==> src/rtl/vm16_pkg.sv <==
package vm16_pkg;

  typedef enum logic [4:0] {
    OP_HALT = 5'd0, OP_SET, OP_PUSH, OP_POP, OP_EQ, OP_GT, OP_JMP, OP_JT,
    OP_JF, OP_ADD, OP_MULT, OP_MOD, OP_AND, OP_OR, OP_NOT, OP_RMEM,
    OP_WMEM, OP_CALL, OP_RET, OP_OUT, OP_IN, OP_NOOP
  } opcode_e;

  localparam logic [15:0] OP_LAST = 16'd21;

  typedef enum logic [2:0] {
    ST_FETCH, ST_LATCH, ST_EXEC, ST_MRD, ST_MCAP, ST_OUT, ST_IN, ST_STOP
  } state_e;

  // instruction length in words, opcode included
  function automatic logic [2:0] insn_len(input logic [4:0] op);
    case (op)
      5'd0, 5'd18, 5'd21:                       return 3'd1;
      5'd2, 5'd3, 5'd6, 5'd17, 5'd19, 5'd20:    return 3'd2;
      5'd1, 5'd7, 5'd8, 5'd14, 5'd15, 5'd16:    return 3'd3;
      default:                                  return 3'd4;
    endcase
  endfunction

  // operand slots [3:1] read as sources
  function automatic logic [3:1] src_slots(input opcode_e op);
    case (op)
      OP_SET, OP_NOT, OP_RMEM:                          return 3'b010;
      OP_PUSH, OP_JMP, OP_CALL, OP_OUT:                 return 3'b001;
      OP_JT, OP_JF, OP_WMEM:                            return 3'b011;
      OP_EQ, OP_GT, OP_ADD, OP_MULT, OP_MOD,
      OP_AND, OP_OR:                                    return 3'b110;
      default:                                          return 3'b000;
    endcase
  endfunction

  // slot 1 names a destination register
  function automatic logic has_dst(input opcode_e op);
    case (op)
      OP_SET, OP_POP, OP_EQ, OP_GT, OP_ADD, OP_MULT, OP_MOD,
      OP_AND, OP_OR, OP_NOT, OP_RMEM, OP_IN: return 1'b1;
      default:                               return 1'b0;
    endcase
  endfunction

  function automatic logic [15:0] f_add15(input logic [15:0] b, input logic [15:0] c);
    return (b + c) & 16'h7fff;
  endfunction

  function automatic logic [15:0] f_mul15(input logic [15:0] b, input logic [15:0] c);
    return (b * c) & 16'h7fff;
  endfunction

  function automatic logic [15:0] f_mod(input logic [15:0] b, input logic [15:0] c);
    return (c == 16'd0) ? 16'd0 : (b % c);
  endfunction

  function automatic logic [15:0] f_inv15(input logic [15:0] b);
    return ~b & 16'h7fff;
  endfunction

endpackage

==> src/rtl/vm16_alu.sv <==
module vm16_alu
  import vm16_pkg::*;
(
  input  opcode_e     op,
  input  logic [15:0] b,
  input  logic [15:0] c,
  output logic [15:0] res
);

  always_comb begin
    case (op)
      OP_EQ:   res = {15'd0, b == c};
      OP_GT:   res = {15'd0, b > c};
      OP_ADD:  res = f_add15(b, c);
      OP_MULT: res = f_mul15(b, c);
      OP_MOD:  res = f_mod(b, c);
      OP_AND:  res = b & c;
      OP_OR:   res = b | c;
      OP_NOT:  res = f_inv15(b);
      default: res = b;
    endcase
  end

endmodule

==> src/rtl/vm16_stack.sv <==
module vm16_stack #(
  parameter int DEPTH = 64,
  parameter int W     = 16
) (
  input  logic         clk,
  input  logic         rst_n,
  input  logic         push,
  input  logic         pop,
  input  logic [W-1:0] wdata,
  output logic [W-1:0] top,
  output logic         empty,
  output logic         full
);

  localparam int CW = $clog2(DEPTH + 1);
  localparam int AW = (DEPTH > 1) ? $clog2(DEPTH) : 1;

  logic [W-1:0]  store [DEPTH];
  logic [CW-1:0] cnt;
  logic [CW-1:0] cnt_m1;

  assign cnt_m1 = cnt - CW'(1);
  assign top    = store[AW'(cnt_m1)];
  assign empty  = (cnt == '0);
  assign full   = (cnt == CW'(DEPTH));

  always_ff @(posedge clk or negedge rst_n) begin
    if (!rst_n)    cnt <= '0;
    else if (push) cnt <= cnt + CW'(1);
    else if (pop)  cnt <= cnt_m1;
  end

  always_ff @(posedge clk) begin
    if (push) store[AW'(cnt)] <= wdata;
  end

  p_no_overflow_r7: assert property (@(posedge clk) disable iff (!rst_n)
    push |-> !full);
  p_no_underflow_r9: assert property (@(posedge clk) disable iff (!rst_n)
    pop |-> !empty);

endmodule

==> src/rtl/vm16_core.sv <==
module vm16_core
  import vm16_pkg::*;
#(
  parameter int STACK_DEPTH = 64
) (
  input  logic        clk,
  input  logic        rst_n,
  output logic [15:0] mem_addr,
  output logic        mem_rd,
  output logic        mem_wr,
  output logic [15:0] mem_wdata,
  input  logic [15:0] mem_rdata,
  output logic [7:0]  out_data,
  output logic        out_valid,
  input  logic        out_ready,
  input  logic [7:0]  in_data,
  input  logic        in_valid,
  output logic        in_ready,
  output logic        halted,
  output logic        illegal
);

  localparam int          NREG    = 8;
  localparam logic [7:0]  QUIT_CH = 8'h51;

  state_e       st;
  opcode_e      op;
  logic [15:0]  pc;
  logic [1:0]   idx;
  logic [15:0]  opw  [1:3];
  logic [15:0]  regs [NREG];

  // decoded operands
  logic [15:0]  opv  [1:3];
  logic [3:1]   bad;
  logic         dst_bad, opnd_err, stack_err, exec_err;
  logic [2:0]   step_len;

  for (genvar k = 1; k <= 3; k++) begin : g_opnd
    assign opv[k] = opw[k][15] ? regs[opw[k][2:0]] : opw[k];
    assign bad[k] = opw[k][15] && (opw[k][14:3] != 12'd0);
  end

  assign dst_bad   = (opw[1][15:3] != 13'h1000);
  assign step_len  = insn_len(op);

  // stack
  logic        stk_push, stk_pop, stk_empty, stk_full;
  logic [15:0] stk_wdata, stk_top;
  logic        is_push_op, is_pop_op;

  assign is_push_op = (op == OP_PUSH) || (op == OP_CALL);
  assign is_pop_op  = (op == OP_POP)  || (op == OP_RET);
  assign opnd_err   = |(src_slots(op) & bad) || (has_dst(op) && dst_bad);
  assign stack_err  = (is_push_op && stk_full) || (is_pop_op && stk_empty);
  assign exec_err   = opnd_err || stack_err;

  // named events
  logic ev_exec_ok, ev_seq_retire, ev_in_take, ev_quit;
  assign ev_exec_ok    = (st == ST_EXEC) && !exec_err;
  assign ev_seq_retire = ev_exec_ok && !(op inside {OP_HALT, OP_JMP, OP_JT, OP_JF,
                          OP_CALL, OP_RET, OP_RMEM, OP_OUT, OP_IN});
  assign ev_in_take    = (st == ST_IN) && in_valid;
  assign ev_quit       = ev_in_take && (in_data == QUIT_CH);

  assign stk_push  = ev_exec_ok && is_push_op;
  assign stk_pop   = ev_exec_ok && is_pop_op;
  assign stk_wdata = (op == OP_PUSH) ? opv[1] : pc + 16'd2;

  vm16_stack #(.DEPTH(STACK_DEPTH), .W(16)) u_stack (
    .clk(clk), .rst_n(rst_n), .push(stk_push), .pop(stk_pop),
    .wdata(stk_wdata), .top(stk_top), .empty(stk_empty), .full(stk_full)
  );

  // arithmetic
  logic [15:0] alu_res;
  vm16_alu u_alu (.op(op), .b(opv[2]), .c(opv[3]), .res(alu_res));

  // register write port
  logic        rf_we;
  logic [15:0] rf_wd;
  assign rf_we = (ev_exec_ok && has_dst(op) && op != OP_RMEM && op != OP_IN)
               || (st == ST_MCAP) || (ev_in_take && !ev_quit);
  always_comb begin
    if (st == ST_MCAP)      rf_wd = mem_rdata;
    else if (st == ST_IN)   rf_wd = {8'd0, in_data};
    else if (op == OP_POP)  rf_wd = stk_top;
    else                    rf_wd = alu_res;
  end

  // memory and I/O ports
  assign mem_rd    = (st == ST_FETCH) || (st == ST_MRD);
  assign mem_wr    = ev_exec_ok && (op == OP_WMEM);
  assign mem_wdata = opv[2];
  always_comb begin
    case (st)
      ST_FETCH: mem_addr = pc + {14'd0, idx};
      ST_MRD:   mem_addr = opv[2];
      default:  mem_addr = opv[1];
    endcase
  end
  assign out_valid = (st == ST_OUT);
  assign out_data  = opv[1][7:0];
  assign in_ready  = (st == ST_IN);

  always_ff @(posedge clk or negedge rst_n) begin
    if (!rst_n) begin
      st      <= ST_FETCH;
      op      <= OP_NOOP;
      pc      <= '0;
      idx     <= '0;
      halted  <= 1'b0;
      illegal <= 1'b0;
      for (int k = 1; k <= 3; k++) opw[k] <= '0;
      for (int r = 0; r < NREG; r++) regs[r] <= '0;
    end else begin
      case (st)
        ST_FETCH: st <= ST_LATCH;
        ST_LATCH: begin
          if (idx == 2'd0) begin
            if (mem_rdata > OP_LAST) begin
              st <= ST_STOP; halted <= 1'b1; illegal <= 1'b1;
            end else begin
              op <= opcode_e'(mem_rdata[4:0]);
              if (insn_len(mem_rdata[4:0]) == 3'd1) st <= ST_EXEC;
              else begin idx <= 2'd1; st <= ST_FETCH; end
            end
          end else begin
            opw[idx] <= mem_rdata;
            if ({1'b0, idx} + 3'd1 == step_len) st <= ST_EXEC;
            else begin idx <= idx + 2'd1; st <= ST_FETCH; end
          end
        end
        ST_EXEC: begin
          idx <= '0;
          if (exec_err) begin
            st <= ST_STOP; halted <= 1'b1; illegal <= 1'b1;
          end else begin
            st <= ST_FETCH;
            case (op)
              OP_HALT: begin st <= ST_STOP; halted <= 1'b1; end
              OP_JMP, OP_CALL: pc <= opv[1];
              OP_JT:   pc <= (opv[1] != 16'd0) ? opv[2] : pc + 16'd3;
              OP_JF:   pc <= (opv[1] == 16'd0) ? opv[2] : pc + 16'd3;
              OP_RET:  pc <= stk_top;
              OP_RMEM: st <= ST_MRD;
              OP_OUT:  st <= ST_OUT;
              OP_IN:   st <= ST_IN;
              default: pc <= pc + 16'(step_len);
            endcase
          end
        end
        ST_MRD:  st <= ST_MCAP;
        ST_MCAP: begin pc <= pc + 16'd3; st <= ST_FETCH; end
        ST_OUT:  if (out_ready) begin pc <= pc + 16'd2; st <= ST_FETCH; end
        ST_IN: begin
          if (ev_quit) begin st <= ST_STOP; halted <= 1'b1; end
          else if (in_valid) begin pc <= pc + 16'd2; st <= ST_FETCH; end
        end
        default: st <= ST_STOP;
      endcase
      if (rf_we) regs[opw[1][2:0]] <= rf_wd;
    end
  end

  p_pc_step_r4: assert property (@(posedge clk) disable iff (!rst_n)
    ev_seq_retire |=> pc == $past(pc) + 16'($past(step_len)));
  p_stop_hold_r13: assert property (@(posedge clk) disable iff (!rst_n)
    (st == ST_STOP) |=> (st == ST_STOP) && $stable(pc) && !mem_rd && !mem_wr);
  p_illegal_halt_r1: assert property (@(posedge clk) disable iff (!rst_n)
    illegal |-> halted);
  p_mem_excl_r10: assert property (@(posedge clk) disable iff (!rst_n)
    !(mem_rd && mem_wr));
  p_out_hold_r11: assert property (@(posedge clk) disable iff (!rst_n)
    (out_valid && !out_ready) |=> out_valid && $stable(out_data));
  p_arith_r6: assert property (@(posedge clk) disable iff (!rst_n)
    (rf_we && st == ST_EXEC && (op inside {OP_ADD, OP_MULT, OP_NOT})) |-> !rf_wd[15]);

endmodule

==> config.mk <==
export PLATFORM = sky130hd
export DESIGN_NAME = vm16_core
export DESIGN_NICKNAME = d
export VERILOG_FILES = /design/src/rtl/vm16_pkg.sv /design/src/rtl/vm16_alu.sv /design/src/rtl/vm16_stack.sv /design/src/rtl/vm16_core.sv
export SDC_FILE = /design/constraint.sdc
export NUM_CORES = 2
export LEC_CHECK = 0
export BUFFER_PORTS_ARGS = -buffer_cell sky130_fd_sc_hd__buf_4
export CORE_AREA = 5 5 574 349
export CTS_BUF_LIST = sky130_fd_sc_hd__clkbuf_16
export DETAILED_ROUTE_END_ITERATION = 6
export DIE_AREA = 0 0 579 354
export HOLD_SLACK_MARGIN = 0.06
export PLACE_DENSITY = 0.5
export RECOVER_POWER = 25
export SYNTH_ARGS = -nofsm -noshare
export SYNTH_HDL_FRONTEND = slang
export SYNTH_SLANG_ARGS = --single-unit
==> constraint.sdc <==
create_clock -name clk -period 54.1 [get_ports clk]
set_input_delay 16.23 -clock clk [delete_from_list [all_inputs] [get_ports clk]]
set_output_delay 16.23 -clock clk [all_outputs]
set_load 0.01 [all_outputs]
==> flow_summary.yaml <==
critical_path:
  timing.critical_path.max_delay_family: "compound AO/OA/AOI/OAI gates"
  worstSetupPathType: "flip-flop to flip-flop"
  critical-path-slowest-cell: "a311oi_1"
  crit_path_start_kind: "flip-flop"
  timing.critical_path.required_ns: 54.75
  path_buf_inv: 10
  endpoint_kind: "flip-flop"
  path_common_cell: "ha_1"
  path_max_fanout: 36
  max_stage_delay_ns: 1.01
  critical_path_arrival_ns: 41.55
synth:
  synth_flop_cell: "edfxtp_1"
  syn_inst: 4993
  synth_seq_cells: 1235
  postSynthNetCount: 5335
  syn-mean-instance-area_sq_um: 13.6
  synthesis.yosys.warnings: 0
  synth.yosys.seq_area_share: 0.532
  syn_area_sq_um: 67700
  edff_count_synth: 1024
  netlist-cell-type-count: 106
  synth_async_sr_flop_share: 0.171
placed_design:
  place.gp.congestion: 1.03
  io_buffer_count: 73
  detailed_place_hpwl_um: 180000
  preCtsSetupSlack_ns: 15.15
final_layout:
  area_growth_pct: 12.8
  drive_gt1_frac: 0.225
  postLayoutCoreUtil: 0.392
  nets: 5481
clocking:
  cts.path.max_buffers: 3
  cts_num_sinks: 1235
  clock_tree_from_tritoncts: "done"
  post-cts-setup-buffer-count: 0
  cts_resized: 0
  numCtsBuffers: 110
  clock_latency_of_the_later_clocked_register_in_the_worst_skew_pair_ns: 0.73
  clk_transition_reported_paths_ns: 0.07
  cts_root_buf: "clkbuf_16"
  post_cts_hold_buffer_count: 0
  h_tree_lvl_count: 3
global_route:
  grt_overflow_total: 0
  grt_first_pass_wirelength_um: 356000
  grt_antenna_before_repair: 28
  grt_max_degree: 101
  grt.total_usage: 0.243
  first_global_vias: 44233
sta:
  timing.max_slew.rel_slack: -1.43
  final_setup_vio_count: 0
  final.period_utilization: 0.756
  hold_worst_slack_ns: 0.482
  finalMaxSlewViolations: 747
  tightestPinTransition_ns: 3.65
  fmaxAchievable_ghz: 0.0244
  setup_total_negative_slack_ns: 0
  final_period_minus_worst_setup_slack_ns: 40.90
  endpoints_failing_hold: 0
  worst_clock_skew_ns: 0.0684
  grt_setup_unrepaired: "false"
  worst_slack_ns: 13.20
run_status:
  status: "finished, violations left"
  violations_in_the_final_reports: "max-capacitance violations, max-slew violations"
floorplan:
  die_x_um: 579
  dieArea_sq_um: 205000
  num_io_pins: 74
  initial_core_util: 0.347
  placeableCoreArea_sq_um: 195000
  fp-row-count: 126
  die_h_um: 354
route:
  detailroute.via_count: 47336
  final_wl_um: 255000
  post_drt_wl_per_cell_um: 32.4
  drc: 0
  first_iter_violations: 7042
  drtAntennaViolNets: 0
  drt-vias-per-instance: 6.02
  drtPass1Iterations: 6
worst_hold_path:
  min_path_type: "flip-flop to flip-flop"
run:
  drv.max_cap_violation_count: 12
[state kept, by name, indices dropped and copies added (netlist names)]
| register | flops |
|---|---|
| op | 5 |
| illegal | 1 |
| st | 3 |
| idx | 2 |
| opw | 48 |
| u_stack.cnt | 7 |
| regs | 128 |
| halted | 1 |
| pc | 16 |
| u_stack.store | 1024 |
[cells in the final DEF, fill, tap and decap left out, drive strengths merged, types with 18 or more instances in the layout]
cell type,netlist,final
clkbuf,176,124
o31ai,39,39
a211oi,28,28
inv,205,233
xor2,71,71
a21oi,209,209
buf,79,276
nor4,34,34
nor2,408,408
dfrtp,208,208
ha,242,242
clkinv,7,51
o21a,54,54
a31oi,49,49
a21o,57,57
a22oi,21,21
o221ai,33,33
or3,33,33
mux4,391,391
o21ai,174,174
fa,72,72
edfxtp,1024,1024
a221o,24,24
xnor2,102,102
and2,30,30
a221oi,38,38
mux2i,85,85
o22ai,36,36
nand4,37,37
o211ai,31,31
and3,18,18
nand2,338,338
or2,22,22
nand3,85,85
nor2b,34,34
nor3,93,93
nand2b,36,36
mux2,159,159
[layer usage]
layer	track usage	routed length, um	vias to the layer above
met3	0.0830	33200	272
met2	0.291	92600	2685
met4	0.0424	4730	6
met1	0.408	124000	24639
li1	-	-	19734
met5	0	42	-
[cells in the mapped netlist, types with 24 or more instances]
| cell type | n | area [sq um] |
|---|---|---|
| a221o_1 | 24 | 240 |
| a211oi_1 | 28 | 210 |
| and2_1 | 29 | 181 |
| o22ai_1 | 36 | 225 |
| nor4_1 | 31 | 194 |
| buf_1 | 52 | 195 |
| dfrtp_1 | 208 | 5200 |
| o21ai_0 | 168 | 841 |
| o21a_1 | 54 | 405 |
| nor3_1 | 92 | 460 |
| mux4_2 | 391 | 8810 |
| xnor2_1 | 102 | 893 |
| or3_1 | 33 | 206 |
| a21o_1 | 57 | 428 |
| nand4_1 | 35 | 219 |
| edfxtp_1 | 1024 | 30700 |
| nand2b_1 | 36 | 225 |
| a221oi_1 | 31 | 272 |
| clkbuf_1 | 176 | 661 |
| nand3_1 | 84 | 420 |
| mux2_2 | 151 | 1700 |
| fa_1 | 72 | 1440 |
| ha_1 | 242 | 3030 |
| o31ai_1 | 39 | 293 |
| nor2_1 | 408 | 1530 |
| inv_1 | 200 | 751 |
| nand2_1 | 338 | 1270 |
| o221ai_1 | 31 | 272 |
| a31oi_1 | 49 | 307 |
| xor2_1 | 71 | 622 |
| mux2i_1 | 85 | 851 |
| nor2b_1 | 34 | 213 |
| o211ai_1 | 31 | 233 |
| a21oi_1 | 209 | 1050 |
[final timing paths]
| check | start | endpoint | slack, ns | cells past startpoint |
|---|---|---|---|---|
| max in group asynchronous | rst_n | u_stack.cnt[0] | 37.03 | 2 |
| hold reg to reg | illegal | illegal | 0.48 | 1 |
| min in group asynchronous | rst_n | regs[123] | 15.49 | 1 |
| hold / removal | illegal | illegal | 0.48 | 1 |
| setup reg to reg | opw[0] | regs[20] | 13.20 | 127 |
| setup / recovery | opw[0] | regs[20] | 13.20 | 127 |
[layout make-up]
type,instances,area (sq um)
sequential,1235,36000
inverter,212,798
clock buffer,111,2780
antenna,8,20.0
tap,2624,3280
timing repair buffer,289,2140
fill,18364,118000
multi-input combinational,3291,30400
clock inverter,92,905
[per-stage QoR]
stage / cell area [sq um] / instances
6_report: 76400 / 7862
5_1_grt: 76400 / 7859
4_1_cts: 76400 / 7854
3_5_place_dp: 72700 / 7651
3_3_place_gp: 72700 / 7651
2_1_floorplan: 67700 / 4993
[kinds of logic (layout without fill, tap and decap cells)]
group                      Yosys count  count (layout)  synth area share
AOI/OAI and AO/OA                  936             936            0.0961
xor gates and xnor gates           176             176            0.0234
adders and majority gates          314             314            0.0660
buffers and inverters              467             704            0.0269
DFF                               1235            1235             0.532
muxes                              635             635             0.170
other                                0               8                 0
and+or+nand+nor                   1230            1230            0.0859
Power is not shown: default switching activity piles up to over one toggle a cycle in this logic, so the estimate is an artifact.
